<file path="config.mk">
export PLATFORM = sky130hd
export DESIGN_NAME = pin_xfer_seq
export DESIGN_NICKNAME = d
export VERILOG_FILES = /design/src/rtl/pin_xfer_pkg.sv /design/src/rtl/pin_xfer_fsm.sv /design/src/rtl/pin_xfer_regs.sv /design/src/rtl/pin_xfer_bus.sv /design/src/rtl/pin_xfer_seq.sv
export SDC_FILE = /design/constraint.sdc
export NUM_CORES = 1
export LEC_CHECK = 0
export ABC_AREA = 0
export BUFFER_PORTS_ARGS = -buffer_cell sky130_fd_sc_hd__buf_2
export CORE_MARGIN = 2
export CORE_UTILIZATION = 46
export CTS_CLUSTER_DIAMETER = 40
export DETAILED_ROUTE_END_ITERATION = 10
export GPL_ROUTABILITY_DRIVEN = 0
export PLACE_DENSITY = 0.86
export SLEW_MARGIN = 25
export SYNTH_ARGS = -nofsm -noshare
export SYNTH_HDL_FRONTEND = slang
export SYNTH_SLANG_ARGS = --single-unit
</file>
<file path="constraint.sdc">
create_clock -name clk -period 2.09 [get_ports clk]
set_input_delay 0.3135 -clock clk [delete_from_list [all_inputs] [get_ports clk]]
set_output_delay 0.3135 -clock clk [all_outputs]
set_load 0.05 [all_outputs]
</file>
<file path="src/rtl/pin_xfer_pkg.sv">
package pin_xfer_pkg;

   typedef enum logic [1:0] {
      XM_STEP   = 2'd0,
      XM_STEP_C = 2'd1,
      XM_RPT    = 2'd2,
      XM_RSVD   = 2'd3
   } xfer_mode_e;

   typedef enum logic [2:0] {
      ST_IDLE    = 3'd0,
      ST_LAUNCH  = 3'd1,
      ST_PORT_RD = 3'd2,
      ST_MEM_WR  = 3'd3,
      ST_UPDATE  = 3'd4,
      ST_FINISH  = 3'd5
   } seq_state_e;

endpackage

</file>
<file path="src/rtl/pin_xfer_fsm.sv">
module pin_xfer_fsm
   import pin_xfer_pkg::*;
(
   input  logic       clk,
   input  logic       rst_n,
   input  logic       start,
   input  logic       mode_ok,
   input  logic [1:0] mode_in,
   input  logic       bus_ack,
   input  logic       last_pass,
   output seq_state_e state,
   output logic [1:0] mode_q,
   output logic       busy,
   output logic       done,
   output logic       cap_en,
   output logic       upd_en
);

   seq_state_e state_nx;

   always_comb begin
      state_nx = state;
      unique case (state)
         ST_IDLE:    if (start && mode_ok) state_nx = ST_LAUNCH;
         ST_LAUNCH:  state_nx = ST_PORT_RD;
         ST_PORT_RD: if (bus_ack) state_nx = ST_MEM_WR;
         ST_MEM_WR:  if (bus_ack) state_nx = ST_UPDATE;
         ST_UPDATE:  begin
            if (mode_q == XM_RPT && !last_pass) state_nx = ST_PORT_RD;
            else                                state_nx = ST_FINISH;
         end
         ST_FINISH:  state_nx = ST_IDLE;
         default:    state_nx = ST_IDLE;
      endcase
   end

   always_ff @(posedge clk or negedge rst_n) begin
      if (!rst_n) begin
         state  <= ST_IDLE;
         mode_q <= XM_STEP;
      end else begin
         state <= state_nx;
         if (state == ST_IDLE && start && mode_ok) mode_q <= mode_in;
      end
   end

   assign busy   = (state != ST_IDLE);
   assign done   = (state == ST_FINISH);
   assign cap_en = (state == ST_PORT_RD) && bus_ack;
   assign upd_en = (state == ST_UPDATE);

endmodule

</file>
<file path="src/rtl/pin_xfer_regs.sv">
module pin_xfer_regs
   import pin_xfer_pkg::*;
#(
   parameter int CNT_W  = 16,
   parameter int PTR_W  = 24,
   parameter int DATA_W = 8
) (
   input  logic              clk,
   input  logic              rst_n,
   input  logic              ld_en,
   input  logic [CNT_W-1:0]  ld_bc,
   input  logic [PTR_W-1:0]  ld_de,
   input  logic [PTR_W-1:0]  ld_hl,
   input  logic              cap_en,
   input  logic [DATA_W-1:0] rdata,
   input  logic              upd_en,
   input  logic [1:0]        mode,
   output logic [CNT_W-1:0]  bc,
   output logic [PTR_W-1:0]  de,
   output logic [PTR_W-1:0]  hl,
   output logic [DATA_W-1:0] data_q,
   output logic              flag_z,
   output logic              flag_n,
   output logic              last_pass
);

   localparam int HALF = CNT_W / 2;

   logic [HALF-1:0]  b_dec;
   logic [HALF-1:0]  c_dec;
   logic [CNT_W-1:0] bc_dec;
   logic [PTR_W-1:0] de_dec;
   logic [PTR_W-1:0] hl_dec;

   assign b_dec  = bc[CNT_W-1:HALF] - HALF'(1);
   assign c_dec  = bc[HALF-1:0] - HALF'(1);
   assign bc_dec = bc - CNT_W'(1);
   assign de_dec = de - PTR_W'(1);
   assign hl_dec = hl - PTR_W'(1);

   // the pass in progress is the last when the count was 0 or 1 before it
   assign last_pass = (bc[CNT_W-1:1] == '0);

   always_ff @(posedge clk or negedge rst_n) begin
      if (!rst_n) begin
         bc     <= '0;
         de     <= '0;
         hl     <= '0;
         data_q <= '0;
         flag_z <= 1'b0;
         flag_n <= 1'b0;
      end else if (ld_en) begin
         bc <= ld_bc;
         de <= ld_de;
         hl <= ld_hl;
      end else begin
         if (cap_en) data_q <= rdata;
         if (upd_en) begin
            flag_n <= data_q[DATA_W-1];
            hl     <= hl_dec;
            unique case (mode)
               XM_STEP: begin
                  bc[CNT_W-1:HALF] <= b_dec;
                  flag_z           <= (b_dec == '0);
               end
               XM_STEP_C: begin
                  bc     <= {b_dec, c_dec};
                  flag_z <= (b_dec == '0);
               end
               XM_RPT: begin
                  bc     <= bc_dec;
                  de     <= de_dec;
                  flag_z <= (bc_dec == '0);
               end
               default: ;
            endcase
         end
      end
   end

endmodule

</file>
<file path="src/rtl/pin_xfer_bus.sv">
module pin_xfer_bus
   import pin_xfer_pkg::*;
#(
   parameter int               CNT_W   = 16,
   parameter int               PTR_W   = 24,
   parameter int               DATA_W  = 8,
   parameter logic [PTR_W-1:0] IO_FILL = '0
) (
   input  seq_state_e        state,
   input  logic [1:0]        mode,
   input  logic [CNT_W-1:0]  bc,
   input  logic [PTR_W-1:0]  de,
   input  logic [PTR_W-1:0]  hl,
   input  logic [DATA_W-1:0] data_q,
   output logic              req,
   output logic              we,
   output logic [PTR_W-1:0]  addr,
   output logic [DATA_W-1:0] wdata
);

   logic [CNT_W-1:0] port_sel;
   logic [PTR_W-1:0] io_addr;

   assign port_sel = (mode == XM_RPT) ? de[CNT_W-1:0] : bc;

   generate
      if (PTR_W > CNT_W) begin : g_fill
         assign io_addr = {IO_FILL[PTR_W-1:CNT_W], port_sel};
      end else begin : g_nofill
         assign io_addr = port_sel;
      end
   endgenerate

   always_comb begin
      req  = 1'b0;
      we   = 1'b0;
      addr = '0;
      unique case (state)
         ST_PORT_RD: begin
            req  = 1'b1;
            addr = io_addr;
         end
         ST_MEM_WR: begin
            req  = 1'b1;
            we   = 1'b1;
            addr = hl;
         end
         default: ;
      endcase
   end

   assign wdata = data_q;

endmodule

</file>
<file path="src/rtl/pin_xfer_seq.sv">
module pin_xfer_seq
   import pin_xfer_pkg::*;
#(
   parameter int               CNT_W      = 16,
   parameter int               PTR_W      = 24,
   parameter int               DATA_W     = 8,
   parameter bit               ENABLE_RPT = 1'b1,
   parameter logic [PTR_W-1:0] IO_FILL    = '0
) (
   input  logic              clk,
   input  logic              rst_n,
   input  logic              start_i,
   input  logic [1:0]        mode_i,
   input  logic              ld_en_i,
   input  logic [CNT_W-1:0]  ld_bc_i,
   input  logic [PTR_W-1:0]  ld_de_i,
   input  logic [PTR_W-1:0]  ld_hl_i,
   output logic              bus_req_o,
   output logic              bus_we_o,
   output logic [PTR_W-1:0]  bus_addr_o,
   output logic [DATA_W-1:0] bus_wdata_o,
   input  logic [DATA_W-1:0] bus_rdata_i,
   input  logic              bus_ack_i,
   output logic [CNT_W-1:0]  bc_o,
   output logic [PTR_W-1:0]  de_o,
   output logic [PTR_W-1:0]  hl_o,
   output logic              flag_z_o,
   output logic              flag_n_o,
   output logic              busy_o,
   output logic              done_o
);

   generate
      if (CNT_W % 2 != 0 || CNT_W < 4) begin : g_bad_cnt
         $error("pin_xfer_seq: CNT_W must be even and at least 4");
      end
      if (PTR_W < CNT_W) begin : g_bad_ptr
         $error("pin_xfer_seq: PTR_W must not be narrower than CNT_W");
      end
      if (DATA_W < 1) begin : g_bad_data
         $error("pin_xfer_seq: DATA_W must be positive");
      end
   endgenerate

   seq_state_e       state;
   logic [1:0]       mode_q;
   logic             mode_ok;
   logic             cap_en;
   logic             upd_en;
   logic             last_pass;
   logic             ld_take;
   logic [DATA_W-1:0] data_q;

   generate
      if (ENABLE_RPT) begin : g_rpt_on
         assign mode_ok = (mode_i != XM_RSVD);
      end else begin : g_rpt_off
         assign mode_ok = (mode_i == XM_STEP) || (mode_i == XM_STEP_C);
      end
   endgenerate

   assign ld_take = ld_en_i && !busy_o && !start_i;

   pin_xfer_fsm u_fsm (
      .clk       (clk),
      .rst_n     (rst_n),
      .start     (start_i),
      .mode_ok   (mode_ok),
      .mode_in   (mode_i),
      .bus_ack   (bus_ack_i),
      .last_pass (last_pass),
      .state     (state),
      .mode_q    (mode_q),
      .busy      (busy_o),
      .done      (done_o),
      .cap_en    (cap_en),
      .upd_en    (upd_en)
   );

   pin_xfer_regs #(
      .CNT_W  (CNT_W),
      .PTR_W  (PTR_W),
      .DATA_W (DATA_W)
   ) u_regs (
      .clk       (clk),
      .rst_n     (rst_n),
      .ld_en     (ld_take),
      .ld_bc     (ld_bc_i),
      .ld_de     (ld_de_i),
      .ld_hl     (ld_hl_i),
      .cap_en    (cap_en),
      .rdata     (bus_rdata_i),
      .upd_en    (upd_en),
      .mode      (mode_q),
      .bc        (bc_o),
      .de        (de_o),
      .hl        (hl_o),
      .data_q    (data_q),
      .flag_z    (flag_z_o),
      .flag_n    (flag_n_o),
      .last_pass (last_pass)
   );

   pin_xfer_bus #(
      .CNT_W   (CNT_W),
      .PTR_W   (PTR_W),
      .DATA_W  (DATA_W),
      .IO_FILL (IO_FILL)
   ) u_bus (
      .state  (state),
      .mode   (mode_q),
      .bc     (bc_o),
      .de     (de_o),
      .hl     (hl_o),
      .data_q (data_q),
      .req    (bus_req_o),
      .we     (bus_we_o),
      .addr   (bus_addr_o),
      .wdata  (bus_wdata_o)
   );

endmodule

</file>
# ---- Word-level counts from Yosys, hierarchy flattened
# Cells that the tools add are included.
dict set report word_totals {
  word_cells 75
  ram_bits 0
  reg_bits 79
  latchBits 0
  n_memories 0
  mem_bits_ro 0
}
dict set report op_classes {
  n_eq_ne 11
  div 0
  n_reduce_logical 30
  n_addsub 5
  muxes 19
  shift 0
  magnitude_cmp 0
  n_mul 0
  bitwise 1
}
# op n
set ops {}
lappend ops {{24-bit two-way mux} 5}
lappend ops {{16-bit two-way mux} 3}
lappend ops {{24-bit case mux with 2 select lines} 1}
lappend ops {{24-bit by 1-bit subtractor with 24-bit output (second input constant)} 2}
lappend ops {{8-bit case mux with 2 select lines} 2}
lappend ops {{16-bit zero test} 1}
lappend ops {{16-bit by 1-bit subtractor with 16-bit output (second input constant)} 1}
lappend ops {{8-bit by 1-bit subtractor with 8-bit output (second input constant)} 2}
lappend ops {{15-bit zero test} 1}
lappend ops {{3-bit case mux with 5 select lines} 1}
lappend ops {{3-bit two-way mux} 4}
lappend ops {{2-bit AND reduction} 5}
lappend ops {{3-bit nonzero test} 3}
lappend ops {{8-bit zero test} 1}
lappend ops {{1-bit logical AND} 7}
lappend ops {{3-bit by 2-bit == test with 1-bit output (second input constant)} 2}
lappend ops {{3-bit == test (second input constant)} 2}
lappend ops {{2-bit != test (second input constant)} 3}
lappend ops {{3-bit AND reduction} 2}
lappend ops {{2-bit nonzero test} 3}
lappend ops {{2-bit OR reduction} 2}
lappend ops {{3-bit by 1-bit == test with 1-bit output (second input constant)} 1}
lappend ops {{1-bit zero test} 3}
lappend ops {{3-bit zero test} 1}
lappend ops {{7 further kinds} 8}

# ---- Logic depth before layout (Yosys ltp)
# Gate-level depths: netlist (run 1).
dict set report depth {
  word_depth 6
  depth_mapped 8
  ltp_nobuf 7
}

# ---- By module
# From an unflattened synthesis (run 1), not the netlist that was laid out.
dict set report unflattened {
  hier_cells 549
  hier_area_um2 5041.1
}
# module area_each_um2 instances cells_each
set modules_own_cells {}
lappend modules_own_cells {pin_xfer_regs 4234.1 1 462}
lappend modules_own_cells {pin_xfer_bus 511.7 1 59}
lappend modules_own_cells {pin_xfer_fsm 279.0 1 26}
lappend modules_own_cells {pin_xfer_seq 16.3 1 2}

# ---- Least setup slack after synthesis (run 1)
# OpenSTA, ideal clock, no wires.
dict set report synth_timing {
  path_type {reg2out}
  start {reg u_fsm.mode_q[0]}
  end {out bus_addr_o[1]}
  n_path_buf 2
  t_required_ns 1.776
  stages_incl_launch_ff 6
  path_slack_ns -0.514
  arrival_time_ns 2.291
  cell_sequence {dfrtp_1 -> nand2b_1 -> clkbuf_1 -> clkbuf_1 -> a211oi_1 -> a211oi_1}
}
dict set report synth_via {
  elab_chain_cells 3
}
# item line
set synth_lines {}
lappend synth_lines {{start: declaration} pin_xfer_fsm.sv:12} ;# output logic [1:0] mode_q,
lappend synth_lines {{start signal: assignment} pin_xfer_fsm.sv:43} ;# if (state == ST_IDLE && start && mode_ok) mode_q <= mode_in;
lappend synth_lines {{2-bit == test} pin_xfer_bus.sv:24} ;# assign port_sel = (mode == XM_RPT) ? de[CNT_W-1:0] : bc;
lappend synth_lines {{16-bit two-way mux} pin_xfer_bus.sv:24}
lappend synth_lines {{24-bit case mux with 2 select lines} pin_xfer_bus.sv:38} ;# unique case (state)
lappend synth_lines {{end: declaration} pin_xfer_seq.sv:20} ;# output logic [PTR_W-1:0] bus_addr_o,
# No other way between the ends.

# ---- Worst setup path in the final report (run 1)
dict set report layout_timing {
  start {reg u_regs.de[4]}
  end {reg u_regs.de[14]}
}
dict set report layout_via {
  elab_chain_cells 4
}
# item line
set layout_lines {}
lappend layout_lines {{start: declaration} pin_xfer_regs.sv:19} ;# output logic [PTR_W-1:0] de,
lappend layout_lines {{start signal: assignment} pin_xfer_regs.sv:54} ;# de <= ld_de;
lappend layout_lines {{24-bit by 1-bit subtractor with 24-bit output} pin_xfer_regs.sv:38} ;# assign de_dec = de - PTR_W'(1);
lappend layout_lines {{24-bit two-way mux} pin_xfer_regs.sv:61} ;# unique case (mode)
lappend layout_lines {{24-bit two-way mux} pin_xfer_regs.sv:58} ;# if (upd_en) begin
lappend layout_lines {{24-bit two-way mux} pin_xfer_regs.sv:52} ;# end else if (ld_en) begin
# No other way between the ends. The select of a mux whose other input is x is not followed.
# A chain may end at the register's enable or synchronous reset.

==> flow_summary.ini, run 1 <==
[sta]
fin_crit_sh = 1.07
relSlewSlack = 0.719
setup_viol = 25
maxSlewViolCount = 0
fin_crit_ps = 2230
worstMarginPinSlew_ps = 419
rsz0062_at_grt = true
postLayoutSetupSlackWorst_ps = -136
skew_ps = 11.0
hold_viol = 0
fmax_mhz = 449
hold_ws_ps = 160

[global_routing]
grt_pass1_vias = 5584
grt_max_degree = 39
antenna_found_initial = 1
grt_pass1_wl_um = 29000
grt_usage = 0.318
grt_overflow_total = 0

[place]
place_inst = 955
io_buffers = 180
post_dp_cell_area_um2 = 6640
dp_hpwl_um = 13400
place_ws_ps = -134

[setup_path]
r2r-end = u_regs.de[14]$_DFFE_PN0P_
critPathMaxStageDelay_ps = 580
cp.arrival_ps = 2460
reg2reg_slack_ps = -140
crit_fanout = 5
required_ps = 2330
critical_path_class = flip-flop to flip-flop
rr_worst_depth = 5
crit_chain = or4_4, or4b_4, nor3_1, xnor2_1, o21ai_1
cp_slowest_cell = or4b_4
worstSetupEndpointType = flip-flop
cp-start-kind = flip-flop
reg2reg_from = u_regs.de[4]$_DFFE_PN0P_

[route]
num_vias = 6042
drc = 0
met2_length_um = 9100
top_layer = met4
wl_per_cell_um = 19.9
drt_iter0_drc = 485
drt_wl_total_um = 19700
m1WireLength_um = 7630
vias_per_cell = 6.13
antenna_left = 0
first_pass_iters = 5
routed-wl-met3_um = 2080

[synthesis]
ys_warn_count = 0
yosysMostFrequentCell = nand2_1
synthArstFlopShare = 1.00
ys_seq_area_frac = 0.399
synth_edf_count = 0
yosys.area.top_type = dfrtp_1
synth_top_cells_by_count = nand2_1, dfrtp_1, nor2_1
synth_nets = 687
ys.flop_type = dfrtp_1
synthDistinctLibCells = 56
synthTopCellsByArea = dfrtp_1, nand2_1, a21oi_1
syn_area_um2 = 4960
syn_area_per_cell_um2 = 8.24
synth-seq-cells = 79
synth.top_cell.area_share = 0.399
synth_cells = 602

[cts]
clk_latency_ps = 360
numCtsBuffers = 9
clock_sinks = 79
clk_pin_slew_worst_paths_ps = 80
htreeDepth = 3
cts_buffer_depth = 2
cts_tree = done
cts-root-buf = clkbuf_8

[die]
core_um2 = 10400
top_level_ports = 181
start_util = 0.476
die_w_um = 108
rows = 37
die_y_um = 108
die_area_um2 = 11600

[finish]
final_cells = 986
nets = 930
drive_above_1_share = 0.506
fin_area_um2 = 7630
num_antenna_cells = 0
area_growth_pct = 53.9

[worst_hold_path]
hold_path_class = primary input to flip-flop
hold_start = ld_de_i[10]
hold_path_end = u_regs.de[10]$_DFFE_PN0P_
hold_path_depth = 3

[job]
max_cap_viol_count = 0

[run_status]
violations = negative setup slack
status = complete, but fails checks
[how the worst max path moves through the flow]
stage	start	to	slack, ps	depth (start not counted)
after CTS	u_regs.de[6]$_DFFE_PN0P_	u_regs.de[17]$_DFFE_PN0P_	-140	6
after global routing	u_regs.de[4]$_DFFE_PN0P_	u_regs.de[14]$_DFFE_PN0P_	-180	5
after detailed placement	u_regs.de[6]$_DFFE_PN0P_	u_regs.de[18]$_DFFE_PN0P_	-130	5
after floorplan	u_regs.hl[8]$_DFFE_PN0P_	u_regs.hl[15]$_DFFE_PN0P_	-260	6
final	u_regs.de[4]$_DFFE_PN0P_	u_regs.de[14]$_DFFE_PN0P_	-140	5
after global placement	u_regs.de[6]$_DFFE_PN0P_	u_regs.de[14]$_DFFE_PN0P_	-20	5
[logic make-up after synthesis]
logic type      Yosys count  synth area share
simple gates            269             0.269
compound gates          150             0.193
flops                    79             0.399
buf+inv                  56            0.0446
xor+xnor                 31            0.0547
mux                      11            0.0247
fa+ha+maj                 6            0.0151
[sequential cells by signal (all words and copies together) (netlist names)]
signal and count:
u_fsm.mode_q 2, u_fsm.state 3, u_regs.bc 16, u_regs.data_q 8, u_regs.de 24, u_regs.flag_n 1, u_regs.flag_z 1, u_regs.hl 24
[layer usage]
| metal | GRT usage | vias to the layer above |
|---|---|---|
| li1 | - | 2655 |
| met1 | 0.431 | 2865 |
| met2 | 0.498 | 445 |
| met3 | 0.0696 | 77 |
| met4 | 0.119 | 0 |
| met5 | 0 | - |
[final cells by class]
type,count,area [um^2]
multi-input combinational,467,3320
fill,752,2780
sequential,79,2000
timing repair buffer,276,1910
tap,136,170
clock buffer,10,128
clock inverter,6,61.3
inverter,12,45.0
[cell usage in the layout, fill, tap and decap left out, drive strengths merged, types with 4 or more instances in the layout]
cell type,netlist,routed
buf,8,271
nand2,106,106
dfrtp,79,79
nor2,52,52
o21ai,46,46
a21oi,40,40
xnor2,20,20
nand3,19,19
nor3,17,17
clkbuf,36,14
o311ai,14,14
inv,12,13
nor4,12,12
or4,12,12
o211ai,11,11
xor2,11,11
mux2,10,10
and3,10,10
a211oi,8,8
or3,8,8
ha,6,6
nand4b,5,5
o22a,5,5
nand2b,5,5
nand4,4,4
a22oi,4,4
or2,4,4
[worst max-delay path, delay by kind of cell (launching register included)]
family | cells | cell delay [ps]
AO/OA/AOI/OAI | 1 | 90
XOR/XNOR | 1 | 170
AND/OR/NAND/NOR | 3 | 1420
flip-flops | 1 | 420
[what timing repair did]
| action | 4_1_cts | 5_1_grt |
|---|---|---|
| hold endpoints to repair | 29 | 0 |
| endpoints found under the setup margin | 45 | 59 |
| resized for setup | 67 | 105 |
| pin swaps | 10 | 63 |
| buffers inserted | 5 | 7 |
| cloned | 0 | 3 |
| hold buffers | 1 | 0 |
[metrics by stage]
step            util  setup TNS, ps
6_report       0.733          -1030
5_1_grt        0.733          -2850
4_1_cts        0.682          -1060
3_5_place_dp   0.637           -700
3_3_place_gp   0.637          -46.5
2_1_floorplan      -          -3310
Power of run 1 is not shown: default switching activity piles up to over one toggle a cycle in this logic, so the estimate is an artifact.
==> run 2, diff against run 1 <==
--- a/config.mk
+++ b/config.mk
@@ -7,12 +7,13 @@
 export LEC_CHECK = 0
 export ABC_AREA = 0
 export BUFFER_PORTS_ARGS = -buffer_cell sky130_fd_sc_hd__buf_2
+export CORE_ASPECT_RATIO = 1.4
 export CORE_MARGIN = 2
-export CORE_UTILIZATION = 46
-export CTS_CLUSTER_DIAMETER = 40
+export CORE_UTILIZATION = 54
+export CTS_CLUSTER_DIAMETER = 60
 export DETAILED_ROUTE_END_ITERATION = 10
 export GPL_ROUTABILITY_DRIVEN = 0
-export PLACE_DENSITY = 0.86
+export PLACE_DENSITY = 0.94
 export SLEW_MARGIN = 25
 export SYNTH_ARGS = -nofsm -noshare
 export SYNTH_HDL_FRONTEND = slang
==> constraint.sdc (replaced) <==
create_clock -name clk -period 2.8 [get_ports clk]
set_input_delay 0.42 -clock clk [delete_from_list [all_inputs] [get_ports clk]]
set_output_delay 0.42 -clock clk [all_outputs]
set_load 0.05 [all_outputs]
==> run 2 against run 1 <==
The run now ends clean. Clock skew down 0.52 ps. Critical path depth decreased by 1. Sequential share of layout area grew 5.6 points. Global-route usage grew 1.6 points. Sequential cell count unchanged. Die area decreased by 14%. Critical endpoint is now bus_addr_o[17].
==> flow_summary.ini, run 2 (synthesized netlist as in run 1, its figures left out) <==
[run_status]
status = complete, no violations

[cts]
clock_sinks = 79
clk_pin_slew_worst_paths_ps = 70
clk_latency_ps = 350
cts-root-buf = clkbuf_16
numCtsBuffers = 9
cts_resized = 0
postCtsSetupBuffers = 0
cts_buffer_depth = 2
cts_tree = done
htreeDepth = 3
hold_buffers = 0

[setup_path]
r2r-end = u_regs.hl[15]$_DFFE_PN0P_
cp_slowest_cell = nand2b_1
path_depth = 4
crit_fanout = 18
critPathTopFamily = simple AND/OR/NAND/NOR gates
cp-start-kind = flip-flop
rr_worst_depth = 5
required_ps = 2380
worstSetupEndpointType = output pin
critical_path_class = flip-flop to output pin
crit_buf_inv = 2
reg2reg_slack_ps = 340
reg2reg_from = u_regs.hl[6]$_DFFE_PN0P_
critPathCapture = bus_addr_o[17]
critPathLaunch = u_fsm.state[1]$_DFFE_PN0P_
cp.arrival_ps = 2150
crit_chain = nand2b_1, inv_1, and3_1, buf_2
critPathMaxStageDelay_ps = 560

[finish]
area_growth_pct = 25.3
layout_common_cells = buf_2, nand2_1, dfrtp_1
nFillCells = 692
fin_area_um2 = 6210
nets = 845
drive_above_1_share = 0.299
largest_registers = u_regs.de: 24 flops, u_regs.hl: 24 flops, u_regs.bc: 16 flops
final_common_cell = buf_2

[global_routing]
grt_pass1_vias = 5490
grt_max_degree = 80
antenna_found_initial = 1
grt_pass1_wl_um = 26800
grt_util_met2 = 0.545
gr-max-usage-layer = met2
gr-usage-met3 = 0.0619
met1_usage = 0.394
grt_overflow_total = 0
grt_usage = 0.334

[die]
rows = 41
core_um2 = 8980
top_level_ports = 181
die_w_um = 85.0
die_y_um = 117
start_util = 0.552
die_area_um2 = 9980

[sta]
hold_viol = 0
maxSlewViolCount = 0
fmax_mhz = 389
setup_viol = 0
fin_crit_sh = 0.919
fin_setup_tns_ps = 0
worstMarginPinSlew_ps = 739
postLayoutSetupSlackWorst_ps = 227
skew_ps = 10.4
relSlewSlack = 0.507
fin_crit_ps = 2570
rsz0062_at_grt = false
hold_ws_ps = 101

[job]
max_cap_viol_count = 0

[route]
vias_per_cell = 6.39
antenna_left = 0
num_vias = 5576
drc = 0
wl_per_cell_um = 18.8
first_pass_iters = 5
drt_wl_total_um = 16400
drt_iter0_drc = 699

[place]
dp_hpwl_um = 12100
place_ws_ps = 411
post_dp_cell_area_um2 = 5920
io_buffers = 180

[worst_hold_path]
hold_path_class = primary input to async pin
run 2: cell types whose count changed in the layout (fill, tap and decap cells not counted), sizes merged:
| cell | delta |
|---|---|
| buf | -80 |
| clkbuf | -2 |
| clkinvlp | -1 |
| diode | +1 |
| dlygate4sd3 | -1 |
| inv | -1 |
run 2: worst min-delay path by stage:
stage                            startpoint                      endpoint  slack (ps)
2_1_floorplan                         rst_n   u_fsm.mode_q[0]$_DFFE_PN0P_         120
3_3_place_gp      u_regs.flag_n$_DFFE_PN0P_     u_regs.flag_n$_DFFE_PN0P_         480
3_5_place_dp   u_regs.data_q[2]$_DFFE_PN0P_  u_regs.data_q[2]$_DFFE_PN0P_         490
4_1_cts                         ld_bc_i[11]     u_regs.bc[11]$_DFFE_PN0P_         280
5_1_grt                               rst_n     u_regs.de[11]$_DFFE_PN0P_         170
6_report                              rst_n     u_regs.de[11]$_DFFE_PN0P_         100
run 2: per-stage QoR:
stage | utilization | cells
after floorplan | - | 602
after global placement | 0.659 | 856
after detailed placement | 0.659 | 856
after CTS | 0.692 | 872
after global routing | 0.692 | 873
final | 0.692 | 873
run 2: layer usage:
metal  vias up  part of all wire
li1       2489                 -
met3        94             0.092
met4         0             0.059
met2       367              0.49
met5         -                 0
met1      2626              0.35
run 2: layout make-up:
type | count | area, um^2 | share of cell area
antenna | 1 | 2.50 | 0.000403
clock buffer | 12 | 246 | 0.0397
clock inverter | 4 | 45.0 | 0.00725
inverter | 12 | 45.0 | 0.00725
multi-input combinational | 467 | 2760 | 0.445
sequential | 79 | 1980 | 0.318
tap | 107 | 134 | 0.0215
timing repair buffer | 191 | 1000 | 0.161
Power of run 2 is left out for the same reason.
